[src/rtl/pctl_pkg.sv]
package pctl_pkg;

    // Action applied to a stage boundary register at the next edge.
    typedef enum logic [1:0] {
        ACT_LOAD  = 2'd0,
        ACT_HOLD  = 2'd1,
        ACT_CLEAR = 2'd2
    } stage_act_e;

    // Decode slot: flush outranks stall.
    function automatic stage_act_e front_act(input logic stall, input logic flush);
        if (flush)      return ACT_CLEAR;
        else if (stall) return ACT_HOLD;
        else            return ACT_LOAD;
    endfunction

    // Execute boundary: bubble on stall or on an empty decode slot.
    function automatic stage_act_e issue_act(input logic stall, input logic slot_valid);
        if (stall || !slot_valid) return ACT_CLEAR;
        else                      return ACT_LOAD;
    endfunction

endpackage

[src/rtl/pctl_front.sv]
module pctl_front
    import pctl_pkg::*;
#(
    parameter int INSTR_W = 32
) (
    input  logic               clk,
    input  logic               rst,
    input  stage_act_e         act_i,
    input  logic               valid_i,
    input  logic [INSTR_W-1:0] instr_i,
    output logic               valid_o,
    output logic [INSTR_W-1:0] instr_o
);

    typedef struct packed {
        logic               valid;
        logic [INSTR_W-1:0] instr;
    } slot_t;

    slot_t slot_d, slot_q;

    always_comb begin
        slot_d = slot_q;
        unique case (act_i)
            ACT_LOAD: begin
                slot_d.valid = valid_i;
                slot_d.instr = instr_i;
            end
            ACT_HOLD:  slot_d = slot_q;
            default:   slot_d = '0;
        endcase
    end

    always_ff @(posedge clk) begin
        if (rst) slot_q <= '0;
        else     slot_q <= slot_d;
    end

    assign valid_o = slot_q.valid;
    assign instr_o = slot_q.instr;

endmodule

[src/rtl/pctl_issue.sv]
module pctl_issue
    import pctl_pkg::*;
#(
    parameter int REG_AW  = 5,
    parameter int ALUOP_W = 4
) (
    input  logic               clk,
    input  logic               rst,
    input  stage_act_e         act_i,
    input  logic               ext_mode_i,
    input  logic               alu_src_i,
    input  logic [ALUOP_W-1:0] alu_op_i,
    input  logic               dst_sel_i,
    input  logic               branch_i,
    input  logic               mem_wr_i,
    input  logic               mem_to_reg_i,
    input  logic               reg_wr_i,
    input  logic [REG_AW-1:0]  dst_i,
    output logic               valid_o,
    output logic               ext_mode_o,
    output logic               alu_src_o,
    output logic [ALUOP_W-1:0] alu_op_o,
    output logic               dst_sel_o,
    output logic               branch_o,
    output logic               mem_wr_o,
    output logic               mem_to_reg_o,
    output logic               reg_wr_o,
    output logic [REG_AW-1:0]  dst_o
);

    typedef struct packed {
        logic               valid;
        logic               ext_mode;
        logic               alu_src;
        logic [ALUOP_W-1:0] alu_op;
        logic               dst_sel;
        logic               branch;
        logic               mem_wr;
        logic               mem_to_reg;
        logic               reg_wr;
        logic [REG_AW-1:0]  dst;
    } ex_word_t;

    ex_word_t ex_d, ex_q;

    always_comb begin
        ex_d = '0;
        if (act_i == ACT_LOAD) begin
            ex_d.valid      = 1'b1;
            ex_d.ext_mode   = ext_mode_i;
            ex_d.alu_src    = alu_src_i;
            ex_d.alu_op     = alu_op_i;
            ex_d.dst_sel    = dst_sel_i;
            ex_d.branch     = branch_i;
            ex_d.mem_wr     = mem_wr_i;
            ex_d.mem_to_reg = mem_to_reg_i;
            ex_d.reg_wr     = reg_wr_i;
            ex_d.dst        = dst_i;
        end
    end

    always_ff @(posedge clk) begin
        if (rst) ex_q <= '0;
        else     ex_q <= ex_d;
    end

    assign valid_o      = ex_q.valid;
    assign ext_mode_o   = ex_q.ext_mode;
    assign alu_src_o    = ex_q.alu_src;
    assign alu_op_o     = ex_q.alu_op;
    assign dst_sel_o    = ex_q.dst_sel;
    assign branch_o     = ex_q.branch;
    assign mem_wr_o     = ex_q.mem_wr;
    assign mem_to_reg_o = ex_q.mem_to_reg;
    assign reg_wr_o     = ex_q.reg_wr;
    assign dst_o        = ex_q.dst;

endmodule

[src/rtl/pctl_retire.sv]
module pctl_retire #(
    parameter int REG_AW = 5
) (
    input  logic              clk,
    input  logic              rst,
    input  logic              valid_i,
    input  logic              branch_i,
    input  logic              mem_wr_i,
    input  logic              mem_to_reg_i,
    input  logic              reg_wr_i,
    input  logic [REG_AW-1:0] dst_i,
    output logic              mem_valid_o,
    output logic              mem_branch_o,
    output logic              mem_wr_o,
    output logic              mem_reg_wr_o,
    output logic [REG_AW-1:0] mem_dst_o,
    output logic              wb_valid_o,
    output logic              wb_mem_to_reg_o,
    output logic              wb_reg_wr_o,
    output logic [REG_AW-1:0] wb_dst_o
);

    typedef struct packed {
        logic              valid;
        logic              branch;
        logic              mem_wr;
        logic              mem_to_reg;
        logic              reg_wr;
        logic [REG_AW-1:0] dst;
    } mem_word_t;

    typedef struct packed {
        logic              valid;
        logic              mem_to_reg;
        logic              reg_wr;
        logic [REG_AW-1:0] dst;
    } wb_word_t;

    typedef struct packed {
        mem_word_t mem;
        wb_word_t  wb;
    } back_t;

    back_t back_d, back_q;

    always_comb begin
        back_d                = back_q;
        back_d.mem.valid      = valid_i;
        back_d.mem.branch     = branch_i;
        back_d.mem.mem_wr     = mem_wr_i;
        back_d.mem.mem_to_reg = mem_to_reg_i;
        back_d.mem.reg_wr     = reg_wr_i;
        back_d.mem.dst        = dst_i;
        // memory-stage fields are dropped here
        back_d.wb.valid       = back_q.mem.valid;
        back_d.wb.mem_to_reg  = back_q.mem.mem_to_reg;
        back_d.wb.reg_wr      = back_q.mem.reg_wr;
        back_d.wb.dst         = back_q.mem.dst;
    end

    always_ff @(posedge clk) begin
        if (rst) back_q <= '0;
        else     back_q <= back_d;
    end

    assign mem_valid_o     = back_q.mem.valid;
    assign mem_branch_o    = back_q.mem.branch;
    assign mem_wr_o        = back_q.mem.mem_wr;
    assign mem_reg_wr_o    = back_q.mem.reg_wr;
    assign mem_dst_o       = back_q.mem.dst;
    assign wb_valid_o      = back_q.wb.valid;
    assign wb_mem_to_reg_o = back_q.wb.mem_to_reg;
    assign wb_reg_wr_o     = back_q.wb.reg_wr;
    assign wb_dst_o        = back_q.wb.dst;

endmodule

[src/rtl/ctl_chain.sv]
module ctl_chain
    import pctl_pkg::*;
#(
    parameter int INSTR_W = 32,
    parameter int REG_AW  = 5,
    parameter int ALUOP_W = 4
) (
    input  logic               clk,
    input  logic               rst,
    input  logic               stall_i,
    input  logic               flush_i,
    input  logic               fetch_valid_i,
    input  logic [INSTR_W-1:0] fetch_instr_i,
    output logic               dec_valid_o,
    output logic [INSTR_W-1:0] dec_instr_o,
    input  logic               dec_ext_mode_i,
    input  logic               dec_alu_src_i,
    input  logic [ALUOP_W-1:0] dec_alu_op_i,
    input  logic               dec_dst_sel_i,
    input  logic               dec_branch_i,
    input  logic               dec_mem_wr_i,
    input  logic               dec_mem_to_reg_i,
    input  logic               dec_reg_wr_i,
    input  logic [REG_AW-1:0]  dec_dst_i,
    output logic               ex_valid_o,
    output logic               ex_ext_mode_o,
    output logic               ex_alu_src_o,
    output logic [ALUOP_W-1:0] ex_alu_op_o,
    output logic               ex_dst_sel_o,
    output logic [REG_AW-1:0]  ex_dst_o,
    output logic               ex_wen_o,
    output logic               mem_valid_o,
    output logic               mem_branch_o,
    output logic               mem_wr_o,
    output logic [REG_AW-1:0]  mem_dst_o,
    output logic               mem_wen_o,
    output logic               wb_valid_o,
    output logic               wb_mem_to_reg_o,
    output logic [REG_AW-1:0]  wb_dst_o,
    output logic               wb_wen_o
);

    stage_act_e front_act_w;
    stage_act_e issue_act_w;

    logic ex_branch_w;
    logic ex_mem_wr_w;
    logic ex_mem_to_reg_w;

    always_comb begin
        front_act_w = front_act(stall_i, flush_i);
        issue_act_w = issue_act(stall_i, dec_valid_o);
    end

    pctl_front #(
        .INSTR_W (INSTR_W)
    ) front_i (
        .clk     (clk),
        .rst     (rst),
        .act_i   (front_act_w),
        .valid_i (fetch_valid_i),
        .instr_i (fetch_instr_i),
        .valid_o (dec_valid_o),
        .instr_o (dec_instr_o)
    );

    pctl_issue #(
        .REG_AW  (REG_AW),
        .ALUOP_W (ALUOP_W)
    ) issue_i (
        .clk          (clk),
        .rst          (rst),
        .act_i        (issue_act_w),
        .ext_mode_i   (dec_ext_mode_i),
        .alu_src_i    (dec_alu_src_i),
        .alu_op_i     (dec_alu_op_i),
        .dst_sel_i    (dec_dst_sel_i),
        .branch_i     (dec_branch_i),
        .mem_wr_i     (dec_mem_wr_i),
        .mem_to_reg_i (dec_mem_to_reg_i),
        .reg_wr_i     (dec_reg_wr_i),
        .dst_i        (dec_dst_i),
        .valid_o      (ex_valid_o),
        .ext_mode_o   (ex_ext_mode_o),
        .alu_src_o    (ex_alu_src_o),
        .alu_op_o     (ex_alu_op_o),
        .dst_sel_o    (ex_dst_sel_o),
        .branch_o     (ex_branch_w),
        .mem_wr_o     (ex_mem_wr_w),
        .mem_to_reg_o (ex_mem_to_reg_w),
        .reg_wr_o     (ex_wen_o),
        .dst_o        (ex_dst_o)
    );

    pctl_retire #(
        .REG_AW (REG_AW)
    ) retire_i (
        .clk             (clk),
        .rst             (rst),
        .valid_i         (ex_valid_o),
        .branch_i        (ex_branch_w),
        .mem_wr_i        (ex_mem_wr_w),
        .mem_to_reg_i    (ex_mem_to_reg_w),
        .reg_wr_i        (ex_wen_o),
        .dst_i           (ex_dst_o),
        .mem_valid_o     (mem_valid_o),
        .mem_branch_o    (mem_branch_o),
        .mem_wr_o        (mem_wr_o),
        .mem_reg_wr_o    (mem_wen_o),
        .mem_dst_o       (mem_dst_o),
        .wb_valid_o      (wb_valid_o),
        .wb_mem_to_reg_o (wb_mem_to_reg_o),
        .wb_reg_wr_o     (wb_wen_o),
        .wb_dst_o        (wb_dst_o)
    );

endmodule

[config.mk]
export PLATFORM = sky130hd
export DESIGN_NAME = ctl_chain
export DESIGN_NICKNAME = d
export VERILOG_FILES = /design/src/rtl/pctl_pkg.sv /design/src/rtl/pctl_front.sv /design/src/rtl/pctl_issue.sv /design/src/rtl/pctl_retire.sv /design/src/rtl/ctl_chain.sv
export SDC_FILE = /design/constraint.sdc
export NUM_CORES = 1
export LEC_CHECK = 0
export BUFFER_PORTS_ARGS = -buffer_cell sky130_fd_sc_hd__buf_2
export CORE_UTILIZATION = 47
export DETAILED_ROUTE_END_ITERATION = 8
export PLACE_DENSITY = 0.83
export SLEW_MARGIN = 20
export SYNTH_ARGS = -nofsm -noshare
export SYNTH_HDL_FRONTEND = slang
export SYNTH_SLANG_ARGS = --single-unit
export TNS_END_PERCENT = 100
[constraint.sdc]
create_clock -name clk -period 2.31 [get_ports clk]
set_input_delay 0.462 -clock clk [delete_from_list [all_inputs] [get_ports clk]]
set_output_delay 0.462 -clock clk [all_outputs]
set_load 0.005 [all_outputs]
==> results of run 1 <==
## area by class of cell
type	instances	area share, %
flip-flops and latches	68	47.6
multi-input cells	102	24.3
repair buffers	118	20.8
clock buffers	12	5.07
well taps	52	2.27
## cell families (layout without fill, tap and decap cells)
logic type	count (synthesis)	count (layout)
simple gates	69	69
flops	68	68
mux	33	33
buf+inv	21	130
## cell usage after synthesis
library cell	n	area (µm²)
and2_1	16	100
and2b_1	3	22.5
buf_2	2	10.0
buf_4	14	105
buf_6	4	45.0
clkbuf_1	1	3.75
dfxtp_1	68	1360
mux2i_1	33	330
nor2_1	33	124
nor2b_1	15	93.8
nor3b_4	1	18.8
or2_2	1	6.26
## per-layer routing
| metal | routed length, µm | global-route usage (%) | vias to the layer above |
|---|---|---|---|
| met5 | 0 | 0 | - |
| met4 | 48 | 7.33 | 0 |
| met3 | 368 | 8.83 | 4 |
| met2 | 1870 | 26.2 | 68 |
| met1 | 1630 | 18.6 | 688 |
| li1 | - | - | 811 |
## flip-flops by register name, indices dropped and copies added, names as in the netlist, 4 cells and up
| register | cells |
|---|---|
| issue_i.alu_op_o | 4 |
| retire_i.mem_dst_o | 5 |
| retire_i.wb_dst_o | 5 |
| front_i.instr_o | 32 |
| issue_i.dst_o | 5 |
## worst max-delay path by stage
stage | slack [ps] | startpoint | depth (start not counted) | endpoint
after global placement | 730 | rst | 3 | front_i.instr_o[10]
after detailed placement | 660 | rst | 3 | front_i.instr_o[24]
after global routing | 900 | rst | 3 | front_i.instr_o[24]
after CTS | 1020 | rst | 3 | front_i.instr_o[24]
after floorplan | 1120 | stall_i | 4 | issue_i.alu_op_o[0]
final | 990 | rst | 3 | front_i.instr_o[24]
## stage by stage
stage,utilization [%],setup slack [ps],cells
5_1_grt,64.4,900,352
3_5_place_dp,61.1,663,340
4_1_cts,64.4,1020,352
6_report,64.4,985,352
3_3_place_gp,61.1,735,340
2_1_floorplan,-,1120,191
## power groups by stage
stage	registers [mW]	logic (mW)	clock network (mW)
detailed placement	1.23	0.143	0
global route	1.21	0.157	0.834
global placement	1.23	0.140	0
finish	1.20	0.141	0.751
CTS	1.20	0.143	0.775
floorplan	1.23	0.0786	0
==> results.sh, run 1 <==
export IMPL_outcome="finished, violations left"
export IMPL_violations="DRC"
export IMPL_dp_hpwl_um=2930
export IMPL_start_util_pct=50.0
export IMPL_syn_inst=191
export IMPL_p_total_mw=2.10
export IMPL_ant_nets=0
export IMPL_final_min_period_over_clock_period_pct=57.3
export IMPL_cap_violations=0
export IMPL_cts_tree="yes"
export IMPL_clockBufferDepth=2
export IMPL_holdWs_ps=336
export IMPL_netSwitchingPower_mw=0.429
export IMPL_p_leak_nw=1.54
export IMPL_synthDistinctLibCells=12
export IMPL_design_area_um2=2860
export IMPL_reg2reg_slack_ps=1230
export IMPL_port_buffers=116
export IMPL_pwr_share_seq_pct=57.4
export IMPL_yosysSeqAreaShare_pct=61.3
export IMPL_yosys_area_share_simple_pct=16.5
export IMPL_layout_min_cycle_time_ps=1320
export IMPL_setup_tns_ps=0
export IMPL_post_cts_buffers=0
export IMPL_synth_compound_area_share_pct=0
export IMPL_yosys_warnings=0
export IMPL_crit_path_end_kind="flip-flop"
export IMPL_p_int_mw=1.67
export IMPL_gp_congestion=0.779
export IMPL_cts_sinks=68
export IMPL_synth_area_mux_share_pct=14.9
export IMPL_hold_path_class="in -> reg"
export IMPL_hold_depth=2
export IMPL_synth_avg_cell_area_um2=11.6
export IMPL_drt_wl_total_um=3920
export IMPL_tightest_slew_ps=587
export IMPL_critPathTopFamily="simple AND/OR/NAND/NOR gates"
export IMPL_rr_startpoint="front_i.valid_o"
export IMPL_mostFrequentLayoutCells="buf_2, dfxtp_1, mux2i_1, nor2_1, and2_1"
export IMPL_numCtsBuffers=9
export IMPL_antenna_cells=0
export IMPL_cp_required_ps=2480
export IMPL_pwr_share_comb_pct=6.7
export IMPL_top_level_ports=117
export IMPL_seq_area_um2=1360
export IMPL_rsz0062_at_grt="no"
export IMPL_track_usage_pct=16.6
export IMPL_wire_per_inst_um=11.1
export IMPL_worstPathArrival_ps=1500
export IMPL_critical_path_max_stage_delay_ps=570
export IMPL_fmax_ghz=0.755
export IMPL_finalSetupViolations=0
export IMPL_synth_top_family_by_area="simple AND/OR/NAND/NOR gates"
export IMPL_crit_fanout=33
export IMPL_htree_levels=3
export IMPL_drt_drc_violations_left=16
export IMPL_std_cell_rows=24
export IMPL_via_per_inst=4.46
export IMPL_worstSkewPairLatency_ps=320
export IMPL_drtIter0Drc=45
export IMPL_fill_cells=379
export IMPL_r2r_cells=2
export IMPL_synthXorXnorAreaFrac_pct=0
export IMPL_final_hold_viol_count=0
export IMPL_cts_clk_slew_worst_paths_ps=60
export IMPL_antenna_found_initial=0
export IMPL_hold_path_endpoint="issue_i.alu_src_o"
export IMPL_syn_nets=244
export IMPL_critPathKind="in -> reg"
export IMPL_grt_remaining_overflow=0
export IMPL_netSwitchingFraction_pct=20.4
export IMPL_cts_hold_buf=0
export IMPL_multiInputGateArea_um2=696
export IMPL_max_slew_margin_pct=60.9
export IMPL_cts_root_buffer="clkbuf_8"
export IMPL_ir_worst_vdd_uv=419
export IMPL_holdCritStartpoint="dec_alu_src_i"
export IMPL_power_frac_clock_pct=35.8
export IMPL_areaGrowthSynthToFinish_pct=28.9
export IMPL_powerDensity_nw_per_um2=733
export IMPL_dr_pass1_iters=5
export IMPL_nets=352
export IMPL_grt_pass1_vias=1456
export IMPL_ys_ff_latch=68
export IMPL_num_vias=1571
export IMPL_r2r_end="issue_i.branch_o"
export IMPL_fp_dieW_um=70.7
export IMPL_critPathBufInv=1
export IMPL_skew_ps=3.06
export IMPL_die_h_um=70.7
export IMPL_placed_cell_area_um2=2720
export IMPL_coreArea_um2=4440
export IMPL_crit_slowest_cell="or2_2"
export IMPL_drive_gt1_share_pct=43.3
export IMPL_cts_resized_gates=0
export IMPL_synthAdderAreaFrac_pct=0
export IMPL_cp_start_kind="input pin"
export IMPL_layout_commonest_cell="buf_2"
export IMPL_cp_cell_sequence="buf_2 > or2_2 > nor2_1"
export IMPL_syn_area_um2=2220
export IMPL_die_area_um2=5000
export IMPL_grt_pass1_wl_um=6180
export IMPL_grt_max_degree=34
export IMPL_slew_violations=0
(Power assumes the default switching activity.)
==> inputs of run 2 (changes only) <==
CORE_UTILIZATION = 40   (was 47)
PLACE_DENSITY = 0.75   (was 0.83)
clock period = 1.21 ns   (was 2.31 ns; I/O delays follow)
==> run 2 against run 1 <==
The run now ends clean. First-iteration DRC count down 38%. Utilization shrank 8.3 points. Setup slack got worse by 840 ps. Clock skew down 1.0 ps. Critical path depth fell by 2. Hold slack worse by 220 ps. Flip-flop and latch count stayed put. Non-clock buffer count increased by 2. Sequential power increased by 92%. Sequential share of layout area fell by 1.2 points. Register-to-register slack lost 980 ps. Highest routed layer unchanged.
==> results.sh, run 2 (synthesis results as in run 1) <==
export IMPL_skew_ps=2.04
export IMPL_via_per_inst=4.16
export IMPL_holdWs_ps=117
export IMPL_largest_reg_flops=32
export IMPL_top_level_ports=117
export IMPL_clockBufferDepth=2
export IMPL_crit_fanout=3
export IMPL_critPathBufInv=1
export IMPL_worst_path_stages=1
export IMPL_drive_gt1_share_pct=44.4
export IMPL_pwr_share_comb_pct=6.9
export IMPL_nets=354
export IMPL_cts_resized_gates=0
export IMPL_dpl_worst_slack_ps=31.9
export IMPL_grt_pass1_vias=1558
export IMPL_power_frac_clock_pct=36.5
export IMPL_die_h_um=76.5
export IMPL_outcome="completed"
export IMPL_cts_hold_buf=0
export IMPL_p_leak_nw=1.57
export IMPL_rsz0062_at_grt="no"
export IMPL_hold_path_class="in -> reg"
export IMPL_fp_dieW_um=76.5
export IMPL_worstSkewPairLatency_ps=320
export IMPL_htree_levels=3
export IMPL_finalSetupViolations=0
export IMPL_netSwitchingFraction_pct=21.2
export IMPL_cts_tree="yes"
export IMPL_grt_remaining_overflow=0
export IMPL_reg2reg_slack_ps=250
export IMPL_crit_path_end_kind="output port"
export IMPL_rr_startpoint="front_i.valid_o"
export IMPL_drt_drc_violations_left=0
export IMPL_r2r_end="issue_i.dst_o[2]"
export IMPL_grt_pass1_wl_um=6640
export IMPL_final_min_period_over_clock_period_pct=87.6
export IMPL_critPathTopFamily="flip-flops"
export IMPL_pwr_share_seq_pct=56.6
export IMPL_mostFrequentLayoutCells="buf_2, dfxtp_1, mux2i_1, nor2_1, and2_1"
export IMPL_post_cts_buffers=0
export IMPL_hold_depth=2
export IMPL_cts_clk_slew_worst_paths_ps=60
export IMPL_ant_nets=0
export IMPL_gp_congestion=0.800
export IMPL_layout_commonest_cell="buf_2"
export IMPL_crit_slowest_cell="dfxtp_1"
export IMPL_dr_pass1_iters=3
export IMPL_areaGrowthSynthToFinish_pct=32.2
export IMPL_holdCritStartpoint="dec_reg_wr_i"
export IMPL_die_area_um2=5850
export IMPL_critical_path_max_stage_delay_ps=370
export IMPL_worstPathArrival_ps=820
export IMPL_slew_violations=0
export IMPL_cp_cell_sequence="buf_2"
export IMPL_final_hold_viol_count=0
export IMPL_antenna_found_initial=0
export IMPL_drtIter0Drc=28
export IMPL_track_usage_pct=14.8
export IMPL_tightest_slew_ps=560
export IMPL_fin_ws_ps=150
export IMPL_cp_start_kind="flip-flop"
export IMPL_fmax_ghz=0.943
export IMPL_num_vias=1555
export IMPL_numCtsBuffers=9
export IMPL_layout_min_cycle_time_ps=1060
export IMPL_critPathKind="reg -> out"
export IMPL_p_int_mw=3.20
export IMPL_max_slew_margin_pct=62.6
export IMPL_cts_sinks=68
export IMPL_start_util_pct=42.4
export IMPL_wire_per_inst_um=10.6
export IMPL_netSwitchingPower_mw=0.861
export IMPL_antenna_cells=0
export IMPL_dp_hpwl_um=2990
export IMPL_grt_max_degree=34
export IMPL_ir_worst_vdd_uv=882
export IMPL_powerDensity_nw_per_um2=1380
export IMPL_drt_wl_total_um=3980
export IMPL_cp_required_ps=970
export IMPL_coreArea_um2=5240
export IMPL_port_buffers=116
export IMPL_r2r_cells=3
export IMPL_setup_tns_ps=0
export IMPL_std_cell_rows=26
export IMPL_hold_path_endpoint="issue_i.reg_wr_o"
export IMPL_cap_violations=0
export IMPL_cts_root_buffer="clkbuf_8"
-- run 2: routing by layer --
metal | vias to the layer above | part of all wire (%) | GRT usage [%]
li1 | 810 | - | -
met1 | 678 | 41 | 15.0
met2 | 59 | 51 | 25.9
met3 | 8 | 6.4 | 5.03
met4 | 0 | 1.9 | 9.62
met5 | - | 0 | 0
-- run 2: cell type report --
type | instances | area (µm²)
Timing Repair Buffer | 120 | 636
Clock buffer | 11 | 141
Tap cell | 70 | 87.6
Fill cell | 482 | 2300
Sequential cell | 68 | 1360
Clock inverter | 3 | 15.0
Multi-Input combinational cell | 102 | 696
-- run 2: how the worst max path moves through the flow --
stage               startpoint                   to
5_1_grt        front_i.valid_o          dec_valid_o
4_1_cts        front_i.valid_o          dec_valid_o
3_3_place_gp               rst   front_i.instr_o[7]
6_report       front_i.valid_o          dec_valid_o
3_5_place_dp               rst  front_i.instr_o[10]
2_1_floorplan          stall_i  issue_i.alu_op_o[0]
-- run 2: power groups by stage --
stage	Combinational, mW	Clock, mW	Sequential [mW]
floorplan	0.150	0	2.35
global placement	0.279	0	2.35
detailed placement	0.284	0	2.35
CTS	0.285	1.54	2.30
global route	0.312	1.65	2.30
finish	0.280	1.49	2.30
-- run 2: through the flow --
step                instance area, µm²  cells  util, %  total power [mW]
floorplan                         2220    191        -              2.50
global placement                  2780    360     53.1              2.63
detailed placement                2780    360     53.1              2.63
CTS                               2940    374     56.1              4.12
global route                      2940    374     56.1              4.26
finish                            2940    374     56.1              4.06
